[src/rtl/fsel_pkg.sv]
package fsel_pkg;

   localparam int unsigned MODE_W   = 3;
   localparam int unsigned STRAP_W  = 2;

   typedef enum logic [MODE_W-1:0] {
      MODE_IDLE     = 3'd0,
      MODE_CPU100   = 3'd1,
      MODE_CPU200   = 3'd2,
      MODE_CPU133   = 3'd3,
      MODE_TEST_REF = 3'd4,
      MODE_TEST_HIZ = 3'd5
   } fsel_mode_e;

   // strap pair packed as {B, A}
   localparam logic [STRAP_W-1:0] CODE_TEST = 2'b11;

endpackage

[src/rtl/fsel_sync.sv]
module fsel_sync #(
   parameter int unsigned STAGES  = 2,
   parameter logic        RST_VAL = 1'b1
) (
   input  logic clk_i,
   input  logic rst_n_i,
   input  logic d_i,
   output logic q_o
);

   logic [STAGES-1:0] chain_q;

   generate
      for (genvar g = 0; g < STAGES; g++) begin : g_stage
         if (g == 0) begin : g_first
            always_ff @(posedge clk_i or negedge rst_n_i) begin
               if (!rst_n_i) chain_q[0] <= RST_VAL;
               else          chain_q[0] <= d_i;
            end
         end else begin : g_next
            always_ff @(posedge clk_i or negedge rst_n_i) begin
               if (!rst_n_i) chain_q[g] <= RST_VAL;
               else          chain_q[g] <= chain_q[g-1];
            end
         end
      end
   endgenerate

   assign q_o = chain_q[STAGES-1];

endmodule

[src/rtl/fsel_capture.sv]
module fsel_capture
   import fsel_pkg::*;
(
   input  logic               clk_i,
   input  logic               por_n_i,
   input  logic               pg_sync_n_i,
   input  logic               strap_a_i,
   input  logic               strap_b_i,
   output logic               cap_o,
   output logic [STRAP_W-1:0] bits_o
);

   logic               cap_q;
   logic [STRAP_W-1:0] bits_q;

   always_ff @(posedge clk_i or negedge por_n_i) begin
      if (!por_n_i) begin
         cap_q  <= 1'b0;
         bits_q <= '0;
      end else if (!cap_q && !pg_sync_n_i) begin
         cap_q  <= 1'b1;
         bits_q <= {strap_b_i, strap_a_i};
      end
   end

   assign cap_o  = cap_q;
   assign bits_o = bits_q;

   AST_CAPTURE_NEEDS_PG: assert property (@(posedge clk_i) disable iff (!por_n_i)
      $rose(cap_q) |-> $past(!pg_sync_n_i)) else $error("capture without power-good");
   AST_ONE_SHOT: assert property (@(posedge clk_i) disable iff (!por_n_i)
      cap_q |=> cap_q) else $error("capture flag cleared");
   AST_BITS_HELD: assert property (@(posedge clk_i) disable iff (!por_n_i)
      cap_q |=> $stable(bits_q)) else $error("latched straps moved");
   AST_NO_CAP_PG_HIGH: assert property (@(posedge clk_i) disable iff (!por_n_i)
      (!cap_q && pg_sync_n_i) |=> !cap_q) else $error("capture while power-good high");

endmodule

[src/rtl/fsel_decode.sv]
module fsel_decode
   import fsel_pkg::*;
(
   input  logic               cap_i,
   input  logic [STRAP_W-1:0] bits_i,
   input  logic               live_a_i,
   output logic [MODE_W-1:0]  mode_o,
   output logic               ref_en_o
);

   fsel_mode_e mode;
   logic       test;

   assign test = cap_i && (bits_i == CODE_TEST);

   always_comb begin
      mode = MODE_IDLE;
      if (test) begin
         // unclocked: live strap A picks the test output state
         mode = live_a_i ? MODE_TEST_HIZ : MODE_TEST_REF;
      end else if (cap_i) begin
         unique case (bits_i)
            2'b00:   mode = MODE_CPU100;
            2'b10:   mode = MODE_CPU200;
            2'b01:   mode = MODE_CPU133;
            default: mode = MODE_IDLE;
         endcase
      end
   end

   assign mode_o   = mode;
   assign ref_en_o = cap_i && !test;

endmodule

[src/rtl/fsel_strap_latch.sv]
module fsel_strap_latch
   import fsel_pkg::*;
#(
   parameter int unsigned SYNC_STAGES = 2
) (
   input  logic               clk_i,
   input  logic               por_n_i,
   input  logic               pgood_n_i,
   input  logic               strap_a_i,
   input  logic               strap_b_i,
   output logic [STRAP_W-1:0] strap_bits_o,
   output logic [MODE_W-1:0]  mode_o,
   output logic               ref_out_en_o
);

   generate
      if (SYNC_STAGES < 2) begin : g_bad_depth
         $error("SYNC_STAGES must be at least 2");
      end
   endgenerate

   logic               pg_sync_n;
   logic               cap;
   logic [STRAP_W-1:0] bits;

   fsel_sync #(.STAGES(SYNC_STAGES), .RST_VAL(1'b1)) u_sync (
      .clk_i   (clk_i),
      .rst_n_i (por_n_i),
      .d_i     (pgood_n_i),
      .q_o     (pg_sync_n)
   );

   fsel_capture u_capture (
      .clk_i       (clk_i),
      .por_n_i     (por_n_i),
      .pg_sync_n_i (pg_sync_n),
      .strap_a_i   (strap_a_i),
      .strap_b_i   (strap_b_i),
      .cap_o       (cap),
      .bits_o      (bits)
   );

   fsel_decode u_decode (
      .cap_i    (cap),
      .bits_i   (bits),
      .live_a_i (strap_a_i),
      .mode_o   (mode_o),
      .ref_en_o (ref_out_en_o)
   );

   assign strap_bits_o = bits;

   AST_REF_ONLY_CPU: assert property (@(posedge clk_i) disable iff (!por_n_i)
      ref_out_en_o |-> (mode_o inside {3'd1, 3'd2, 3'd3})) else $error("ref enable in wrong mode");
   AST_TEST_STICKY: assert property (@(posedge clk_i) disable iff (!por_n_i)
      (mode_o inside {3'd4, 3'd5}) |=> (mode_o inside {3'd4, 3'd5})) else $error("left test mode");
   AST_IDLE_NO_REF: assert property (@(posedge clk_i) disable iff (!por_n_i)
      (mode_o == 3'd0) |-> !ref_out_en_o) else $error("ref enable while idle");

endmodule

[config.mk]
export PLATFORM = sky130hd
export DESIGN_NAME = fsel_strap_latch
export DESIGN_NICKNAME = d
export VERILOG_FILES = /design/src/rtl/fsel_pkg.sv /design/src/rtl/fsel_sync.sv /design/src/rtl/fsel_capture.sv /design/src/rtl/fsel_decode.sv /design/src/rtl/fsel_strap_latch.sv
export SDC_FILE = /design/constraint.sdc
export NUM_CORES = 1
export LEC_CHECK = 0
export ABC_AREA = 1
export ABC_CLOCK_PERIOD_IN_PS = 2650
export BUFFER_PORTS_ARGS = -buffer_cell sky130_fd_sc_hd__buf_2
export CORE_AREA = 3 3 40 42
export CTS_BUF_LIST = sky130_fd_sc_hd__clkbuf_8 sky130_fd_sc_hd__clkbuf_16
export DETAILED_ROUTE_END_ITERATION = 12
export DIE_AREA = 0 0 43 45
export HOLD_SLACK_MARGIN = 0.08
export SLEW_MARGIN = 0
export SYNTH_ARGS = -nofsm -noshare
export SYNTH_HDL_FRONTEND = slang
export SYNTH_SLANG_ARGS = --single-unit
[constraint.sdc]
create_clock -name clk_i -period 2.65 [get_ports clk_i]
set_input_delay 0.1325 -clock clk_i [delete_from_list [all_inputs] [get_ports clk_i]]
set_output_delay 0.1325 -clock clk_i [all_outputs]
set_load 0.02 [all_outputs]
==> flow_metrics.tcl <==
set metrics [dict create \
    cts_buffer_depth 2 \
    ir_worst_vdd_mv 0.255 \
    core_area_sq_mm 0.00128 \
    finalHoldViolCount 0 \
    fillerInstances 148 \
    wl_per_cell_um 7.95 \
    syn_area_sq_um 270 \
    cts_max_level 1 \
    area_growth_syn_to_layout_pct 46.8 \
    root_buffer "clkbuf_8" \
    synth_cell_type_count 11 \
    overflow 0 \
    worst_ep_arrival_time_ns 1.28 \
    diodes 0 \
    cp-start-kind "register" \
    synth_seq_cells 5 \
    tns_ns 0 \
    post_cts_resized 0 \
    timing.fmax_mhz 706 \
    die_x_um 43 \
    hold_class "primary input to register" \
    numClockSinks 5 \
    ant_nets 0 \
    io_pins 11 \
    tightest_slew_ns 0.223 \
    path_class "register to primary output" \
    drt_iter0_drc 4 \
    die-area_sq_mm 0.00194 \
    drive_gt1_frac 0.370 \
    finClkSkew_ns 0.000595 \
    cts_setup_buffers 0 \
    grt_first_pass_wirelength_um 855 \
    fin_nets 56 \
    clk_latency_ns 0.22 \
    power_density_mw_per_mm2 627 \
    syn_nets 40 \
    yosysWarnings 0 \
    critPathRequiredTime_ns 2.52 \
    drt_pass1_iterations 4 \
    fin_crit_sh 0.535 \
    initial_core_util 0.210 \
    syn_avg_cell_area_sq_um 8.72 \
    grt_pass1_vias 227 \
    total_power_mw 0.249 \
    drc 0 \
    antenna_found_initial 0 \
    status "complete, no violations" \
    port_buffers 10 \
    place_congestion 0.642 \
    path_clk_slew_ns 0.03 \
    tritoncts "yes" \
    cts_buffers 3 \
    grt_use_total 0.0629 \
    die_y_um 45 \
    synth-seq-area-share 0.472 \
    grt_max_degree 6 \
    via_count 231 \
    routed_wl_um 485 \
    via_per_inst 3.79 \
    worst_setup_path_end_kind "primary output" \
    rsz0062_at_grt "no" \
    finalCriticalPeriod_ns 1.42 \
    path_max_fanout 5 \
    num_rows 13 \
    setup_viol 0 \
    drv_cap 0 \
    slew_viol_final 0 \
    synthCells 31 \
    slew_headroom 0.851 \
    leakagePower_nw 0.223 \
]
[registers in the layout, summed over array words and instances, names as in the netlist]
| signal | flops |
|---|---|
| u_sync.chain_q | 1 |
| u_sync.q_o | 1 |
| u_capture.cap_o | 1 |
| u_capture.bits_o | 2 |
[area by class of cell]
| type | count | area, sq um | share of cell area |
|---|---|---|---|
| well taps | 15 | 18.8 | 0.0473 |
| repair buffers | 12 | 70.1 | 0.177 |
| flip-flops and latches | 5 | 128 | 0.322 |
| clock inverters | 1 | 3.75 | 0.00946 |
| clock buffers | 3 | 41.3 | 0.104 |
| multi-input cells | 18 | 109 | 0.274 |
| inverters | 7 | 26.3 | 0.0662 |
[cells by family after synthesis]
family	count (synthesis)	share of synthesized area
AND/OR/NAND/NOR	12	0.181
AO/OA/AOI/OAI	2	0.0370
buffers and inverters	8	0.125
adder cells (fa/ha/maj)	4	0.185
flip-flops	5	0.472
[report_power, final]
part | switching (mW) | internal, mW
logic | 0.0188 | 0.0127
registers | 0.00234 | 0.0811
clock network | 0.0347 | 0.0991
total | 0.0558 | 0.193
[cells in the final DEF (no fill, tap or decap), drive strengths merged]
cell and instances:
buf 10, clkbuf 3, dfrtp 3, dfstp 2
dlygate4sd3 2, ha 4, inv 8, nand2 8
nand3 1, nor2 3, o21ai 2
[per-layer routing]
layer,global-route usage,up-vias,routed length (um)
li1,-,120,-
met1,0.0665,103,233
met2,0.0988,8,219
met3,0.0120,0,32
met4,0.0723,0,0
met5,0,-,0
[synthesized netlist by cell type]
library cell,number,area share
dfstp_2,2,0.19
inv_1,6,0.083
nand3_1,1,0.019
nand2_1,8,0.11
nor2_1,2,0.028
nor2_2,1,0.023
inv_2,1,0.014
dfrtp_1,3,0.28
buf_4,1,0.028
ha_1,4,0.19
o21ai_0,2,0.037
[path summary, 6_finish.rpt]
path / from / endpoint / slack, ns / depth (start not counted)
worst max-delay path: u_capture.bits_o[0] / mode_o[1] / 1.23 / 5
worst min-delay path: strap_b_i / u_capture.bits_o[1] / 0.13 / 3
worst max register to register: u_capture.cap_o / u_capture.bits_o[0] / 1.78 / 2
worst min register to register: u_sync.chain_q[0] / u_sync.q_o / 0.35 / 0
max in group asynchronous: por_n_i / u_sync.q_o / 2.19 / 2
min in group asynchronous: por_n_i / u_capture.cap_o / 0.25 / 2
[repair_timing]
action	4_1_cts	5_1_grt
endpoints found under the setup margin	0	0
hold endpoints to repair	6	0
hold buffers	2	0
[critical path, cell delays in order (launching register included)]
cell and delay (ns):
dfrtp_1 0.40, inv_1 0.08, ha_1 0.28, nand2_1 0.05, nor2_1 0.09, buf_2 0.16
[per-stage QoR]
step / worst slack (ns) / utilization / std cells / hold slack (ns) / area [sq um]
after floorplan: 1.28 / - / 31 / -0.163 / 270
after global placement: 1.47 / 0.258 / 55 / -0.0520 / 332
after detailed placement: 1.45 / 0.258 / 55 / -0.0524 / 332
after CTS: 1.21 / 0.309 / 61 / 0.119 / 397
after global routing: 1.15 / 0.309 / 61 / 0.142 / 397
final: 1.23 / 0.309 / 61 / 0.133 / 397
(Power assumes the default switching activity.)
